## src/rtl/cp_gain_pkg.sv

```systemverilog
package cp_gain_pkg;

  typedef enum logic [1:0] {
    G1X   = 2'b00,
    G1P5X = 2'b01,
    G2X   = 2'b10
  } gain_t;

  typedef enum logic [1:0] {
    PH_OFF  = 2'b00,
    PH_SOFT = 2'b01,
    PH_RUN  = 2'b10
  } phase_t;

  // next gain up, saturating at 2x
  function automatic gain_t gain_up(input gain_t g);
    case (g)
      G1X:     return G1P5X;
      G1P5X:   return G2X;
      default: return G2X;
    endcase
  endfunction

  // next gain down, saturating at 1x
  function automatic gain_t gain_dn(input gain_t g);
    case (g)
      G2X:     return G1P5X;
      G1P5X:   return G1X;
      default: return G1X;
    endcase
  endfunction

  // settle window length in clocks
  function automatic int settle_cycles(input int clk_mhz, input int settle_us);
    return clk_mhz * settle_us;
  endfunction

endpackage

```

## src/rtl/cp_headroom_eval.sv

```systemverilog
module cp_headroom_eval #(
  parameter int NUM_CH = 9
) (
  input  logic [NUM_CH-1:0] ch_enable,
  input  logic [NUM_CH-1:0] hr_low,
  input  logic [NUM_CH-1:0] hr_high,
  output logic              any_active,
  output logic              any_low,
  output logic              all_high
);

  logic [NUM_CH-1:0] low_q;
  logic [NUM_CH-1:0] high_ok;

  for (genvar i = 0; i < NUM_CH; i++) begin : g_ch
    // a disabled sink never asks for more gain and never blocks a step down
    assign low_q[i]   = ch_enable[i] & hr_low[i];
    assign high_ok[i] = ~ch_enable[i] | hr_high[i];
  end

  assign any_active = |ch_enable;
  assign any_low    = |low_q;
  assign all_high   = any_active & (&high_ok);

endmodule

```

## src/rtl/cp_settle_timer.sv

```systemverilog
module cp_settle_timer #(
  parameter int SETTLE_CYC = 100
) (
  input  logic clk,
  input  logic rst_n,
  input  logic clr,
  input  logic load,
  output logic busy
);

  localparam int CNT_W = (SETTLE_CYC < 2) ? 1 : $clog2(SETTLE_CYC + 1);
  localparam logic [CNT_W-1:0] LOAD_V = CNT_W'(SETTLE_CYC);

  logic [CNT_W-1:0] cnt_q;

  always_ff @(posedge clk or negedge rst_n) begin
    if (!rst_n)          cnt_q <= '0;
    else if (load)       cnt_q <= LOAD_V;
    else if (clr)        cnt_q <= '0;
    else if (cnt_q != 0) cnt_q <= cnt_q - 1'b1;
  end

  assign busy = (cnt_q != 0);


  settle_count_chk: assert property (@(posedge clk) disable iff (!rst_n)
    (busy && !load && !clr) |=> (cnt_q == $past(cnt_q) - 1'b1));

endmodule

```

## src/rtl/cp_gain_ctrl.sv

```systemverilog
module cp_gain_ctrl
  import cp_gain_pkg::*;
#(
  parameter int NUM_CH    = 9,
  parameter int CLK_MHZ   = 1,
  parameter int SETTLE_US = 100
) (
  input  logic              clk,
  input  logic              rst_n,
  input  logic              stby_req,
  input  logic              fault,
  input  logic              ss_done,
  input  logic [NUM_CH-1:0] ch_enable,
  input  logic [NUM_CH-1:0] hr_low,
  input  logic [NUM_CH-1:0] hr_high,
  output logic [1:0]        gain_sel,
  output logic              ss_charge,
  output logic              out_isolate
);

  localparam int SETTLE_CYC = settle_cycles(CLK_MHZ, SETTLE_US);

  phase_t phase_q;
  gain_t  gain_q;

  logic any_active, any_low, all_high;
  logic settle_busy;
  logic leave, run_q, run_entry, step_up_evt, step_dn_evt, gain_chg;

  cp_headroom_eval #(.NUM_CH(NUM_CH)) u_eval (
    .ch_enable (ch_enable),
    .hr_low    (hr_low),
    .hr_high   (hr_high),
    .any_active(any_active),
    .any_low   (any_low),
    .all_high  (all_high)
  );

  assign leave       = stby_req | fault;
  assign run_q       = (phase_q == PH_RUN);
  assign run_entry   = (phase_q == PH_SOFT) & ss_done & ~leave;
  assign step_up_evt = run_q & ~leave & ~settle_busy & any_low & (gain_q != G2X);
  assign step_dn_evt = run_q & ~leave & ~settle_busy & ~any_low & all_high
                       & (gain_q != G1X);
  assign gain_chg    = step_up_evt | step_dn_evt;

  cp_settle_timer #(.SETTLE_CYC(SETTLE_CYC)) u_timer (
    .clk  (clk),
    .rst_n(rst_n),
    .clr  (~run_q),
    .load (run_entry | gain_chg),
    .busy (settle_busy)
  );

  always_ff @(posedge clk or negedge rst_n) begin
    if (!rst_n) begin
      phase_q <= PH_OFF;
      gain_q  <= G1X;
    end else if (leave) begin
      phase_q <= PH_OFF;
      gain_q  <= G1X;
    end else begin
      case (phase_q)
        PH_OFF:  phase_q <= PH_SOFT;
        PH_SOFT: if (ss_done) begin
                   phase_q <= PH_RUN;
                   gain_q  <= G1X;
                 end
        PH_RUN:  if (step_up_evt)      gain_q <= gain_up(gain_q);
                 else if (step_dn_evt) gain_q <= gain_dn(gain_q);
        default: phase_q <= PH_OFF;
      endcase
    end
  end

  assign gain_sel    = gain_q;
  assign ss_charge   = (phase_q == PH_SOFT);
  assign out_isolate = ~run_q;


  gain_code_legal_chk: assert property (@(posedge clk) disable iff (!rst_n)
    gain_sel != 2'b11);


  leave_isolates_chk: assert property (@(posedge clk) disable iff (!rst_n)
    leave |=> (out_isolate && !ss_charge && gain_sel == 2'b00));


  charge_while_open_chk: assert property (@(posedge clk) disable iff (!rst_n)
    ss_charge |-> out_isolate);


  settle_lockout_chk: assert property (@(posedge clk) disable iff (!rst_n)
    (gain_chg && SETTLE_CYC > 0) |=> settle_busy);


  one_step_up_chk: assert property (@(posedge clk) disable iff (!rst_n)
    ($past(run_q) && run_q && $past(gain_q) == G1X) |-> gain_q != G2X);


  one_step_dn_chk: assert property (@(posedge clk) disable iff (!rst_n)
    ($past(run_q) && run_q && $past(gain_q) == G2X) |-> gain_q != G1X);


  idle_mask_hold_chk: assert property (@(posedge clk) disable iff (!rst_n)
    ($past(run_q) && run_q && !$past(any_active)) |-> gain_q == $past(gain_q));

endmodule

```

## config.mk

```make
export PLATFORM = sky130hd
export DESIGN_NAME = cp_gain_ctrl
export DESIGN_NICKNAME = d
export VERILOG_FILES = /design/src/rtl/cp_gain_pkg.sv /design/src/rtl/cp_headroom_eval.sv /design/src/rtl/cp_settle_timer.sv /design/src/rtl/cp_gain_ctrl.sv
export SDC_FILE = /design/constraint.sdc
export NUM_CORES = 1
export LEC_CHECK = 0
export CAP_MARGIN = 20
export CORE_UTILIZATION = 35
export DETAILED_ROUTE_END_ITERATION = 7
export DONT_BUFFER_PORTS = 1
export PLACE_DENSITY = 0.48
export SYNTH_ARGS = -nofsm -noshare
export SYNTH_HDL_FRONTEND = slang
export SYNTH_HIERARCHICAL = 1
export SYNTH_SLANG_ARGS = --single-unit
```

## constraint.sdc

```tcl
create_clock -name clk -period 2.1 [get_ports clk]
set_input_delay 0.105 -clock clk [delete_from_list [all_inputs] [get_ports clk]]
set_output_delay 0.105 -clock clk [all_outputs]
set_load 0.01 [all_outputs]
```

==> summary.md <==
| Metric | Value |
|---|---|
| Final std cells w/o fill | 135 |
| Cell taking the most area after synthesis | dfrtp_1 |
| Fmax | 468 MHz |
| Antenna violations before repair | 0 |
| Area added between synthesis and finish | 31.9% |
| Nets@finish | 141 |
| Die Area | 2530 sq um |
| Peak VDD IR | 0.000305 V |
| Sw power | approximately 110 uW |
| Placed wire-length estimate | 1530 microns |
| Register area share after synthesis | 33.7% |
| Pins Over Slew Limit | 0 |
| Final-report hold violation count | 0 |
| Cell Pwr Density | 408 nW/um^2 |
| Dpl cells | about 120 |
| Logic gate share of total power | 17.7% |
| Post-route core utilization | 48.7% |
| Num CTS Buffers | 3 |
| Initial Util | 36.9% |
| Mean Syn Cell Area | 9.61 sq um |
| TritonCTS clock tree | yes |
| Fillers | roughly 230 |
| # Max-Cap Violations | 0 |
| Worst Skew | 1.26 ps |
| Min Tclk post-route | 2140 ps |
| Register area | 275 sq um |
| Post-synth cell types | 44 |
| Switching share of power | between 20% and 30% |
| Vias in the first global route | ~760 |
| Worst Tran Pin Value | 509 ps |
| Metal-1 WL | approximately 860 microns |
| Syn Nets | roughly 120 |
| Final setup violating endpoints | 1 |
| # DRC | 0 |
| Multi-input combinational cell area | 546 sq um |
| Clock transition at path regs | 70 ps |
| Worst Hold End | phase_q[1]$_DFFE_PN0P_ |
| Crit path setup slack, layout | -39.0 ps |
| Die Wd | about 50 microns |
| Port Buffer Count | 0 |
| Top-count cell post-synth | dfrtp_1 |
| Cell Area, Synth | 817 sq um |
| Drt pass-1 iters | 6 |
| YS warnings | 6 |
| Status | finished with violations |
| WL met2 | approximately 1100 microns |
| Req. time, crit path | 2240 ps |
| Worst Path Arrival | 2280 ps |
| Top FF cell, synth | dfrtp_1 |
| Startpoint Class | register |
| First-pass GRT wire length | approximately 3300 microns |
| Initial drt markers | 20 |
| Failing checks | setup timing |
| Routed vias | 758 |
| Detailed Route WL | 2010 microns |
| FFs w/ async S/R, synth | 100% |
| Clk sink count | 11 |
| Fraction of layout cells with a size suffix above 1 | 36.4% |
| Hold crit path type | input pin to register |
| Top cell type's share of synthesized area | 33.7% |
| Reg power frac | 49.7% |
| Die Height | between 50 and 60 microns |
| Total gr overflow | 0 |
| Int Power | roughly 330 uW |
| HP Start | stby_req |
| H-tree depth | 1 |
| GRT Total Usage | 17.1% |
| DR top layer | met4 |
| I/O pin total | 36 |
| Reg2reg path depth | 11 |
| Synth Instances | 85 |
| Period Utilization, post-route | 102% |
| Hold depth | 2 |
| Clock tree buffer depth | 2 |
| Insertion delay to the later sink of the worst-skew pair | between 200 and 300 ps |
| Leakage | between 0.0005 and 0.0006 uW |
| Routability cong. | ~0.81 |
| CORE AREA | 2210 sq um |
| RSZ-0062 raised after global routing | yes |
| Number of vias per cell | between 5 and 6 |
| Worst r2r dst | u_timer/cnt_q[3]$_DFFE_PN0P_ |
| Reg2reg start | u_timer/cnt_q[0]$_DFFE_PN0P_ |
| Worst setup startpoint | u_timer/cnt_q[0]$_DFFE_PN0P_ |
| Clk network pwr share | 32.6% |
| Critical Path Sink Type | register |
| Final TNS setup | -39.0 ps |
| Reg-to-reg slack, setup | -40 ps |
| Root Driver | clkbuf_4 |
| Antenna viol nets, final | 0 |
| CP Max Fanout | 4 |
| Routed length per instance | between 10 and 15 microns |
| # diodes | 0 |
| Largest net degree at the start of global routing | 12 |
| #FFs+latches synth | 11 |
| Slew headroom | between 60% and 70% |
| Synth cell count leaders | dfrtp_1 (11), inv_1 (9) |
| Crit Path Class | register to register |
| Synth top area cells | dfrtp_1 (34%), inv_1 (4.1%), a2111oi_4 (3.4%), nor2b_1 (3.1%), a222oi_1 (2.5%) |
| WL met3 | approximately 66 microns |
| Pwr Total | 440 uW |
| Row cnt | 17 |
| EDFF count, synth | 0 |
[cells in the final DEF, fill, tap and decap left out, types with 3 or more instances in the layout]
cell type       n
buf_6           3
nor2_1          3
buf_4          12
inv_1           7
clkbuf_4        3
inv_2           4
dfrtp_1        11
nor2b_1         4
nand3_1         4
nor3_1          4
dlygate4sd3_1   3
[worst max-delay path by stage]
stage	cells after the start	endpoint	slack (ps)
floorplan	11	u_timer/cnt_q[3]$_DFFE_PN0P_	-8
global placement	11	u_timer/cnt_q[3]$_DFFE_PN0P_	-20
detailed placement	11	u_timer/cnt_q[3]$_DFFE_PN0P_	-30
finish	11	u_timer/cnt_q[3]$_DFFE_PN0P_	-40
CTS	11	u_timer/cnt_q[5]$_DFFE_PN0P_	0.6
global route	11	u_timer/cnt_q[3]$_DFFE_PN0P_	-130
[metrics by stage]
stage	setup WS (ps)	cell area [sq um]	hold WS (ps)
floorplan	-7.91	833	-191
global placement	-20.5	913	-190
detailed placement	-34.5	913	-190
CTS	0.593	1020	66.3
global route	-129	1080	85.1
finish	-39.0	1080	77.8
[worst max-delay path: stages, from the launching register on]
cell      delay, ps
dfrtp_1         390
inv_2            80
ha_4            120
or3b_4          390
nor2_4          100
inv_2            50
nor3b_2         160
o221ai_2        120
a21boi_2        270
nor2_2           90
o211ai_1        130
o41ai_2         100
[power groups by stage]
stage / Combinational (uW) / Sequential, uW / Clock, uW
global route: 86.7 / 219 / 156
CTS: 72.9 / 218 / 152
finish: 78.1 / 219 / 143
global placement: 57.7 / 223 / 0
detailed placement: 57.7 / 223 / 0
floorplan: 48.0 / 222 / 0
[final cells by class]
type	instances	share of cell area, %
flip-flops and latches	11	25.6
repair buffers	18	14.3
well taps	28	3.25
multi-input cells	63	50.6
clock buffers	4	2.44
inverters	11	3.83
[state kept, by name, indices dropped and copies added, names as in the netlist]
| name | count |
|---|---|
| u_timer/cnt_q | 7 |
| gain_sel | 2 |
| phase_q | 2 |
[metal layers]
metal  vias up  track usage (%)
met5         -                0
met4         0             5.56
met3         2             2.12
met2        15             30.0
met1       370             21.5
li1        371                -
[cell families after synthesis]
| group | count (synthesis) | synth area share [%] |
|---|---|---|
| compound gates | 26 | 28.5 |
| xor+xnor | 1 | 1.07 |
| fa+ha+maj | 1 | 1.53 |
| buf+inv | 11 | 5.05 |
| flops | 11 | 33.7 |
| mux | 1 | 1.23 |
| simple gates | 34 | 28.9 |
[what timing repair did]
item                                   4_1_cts  5_1_grt
buffers inserted                             6        3
cloned                                       0        0
hold buffers                                 3        0
resized for setup                            2        6
setup endpoints to repair                    2        5
pin swaps                                    2        2
endpoints found under the hold margin       12        0
No activity file was read; power rests on OpenSTA's default activity.
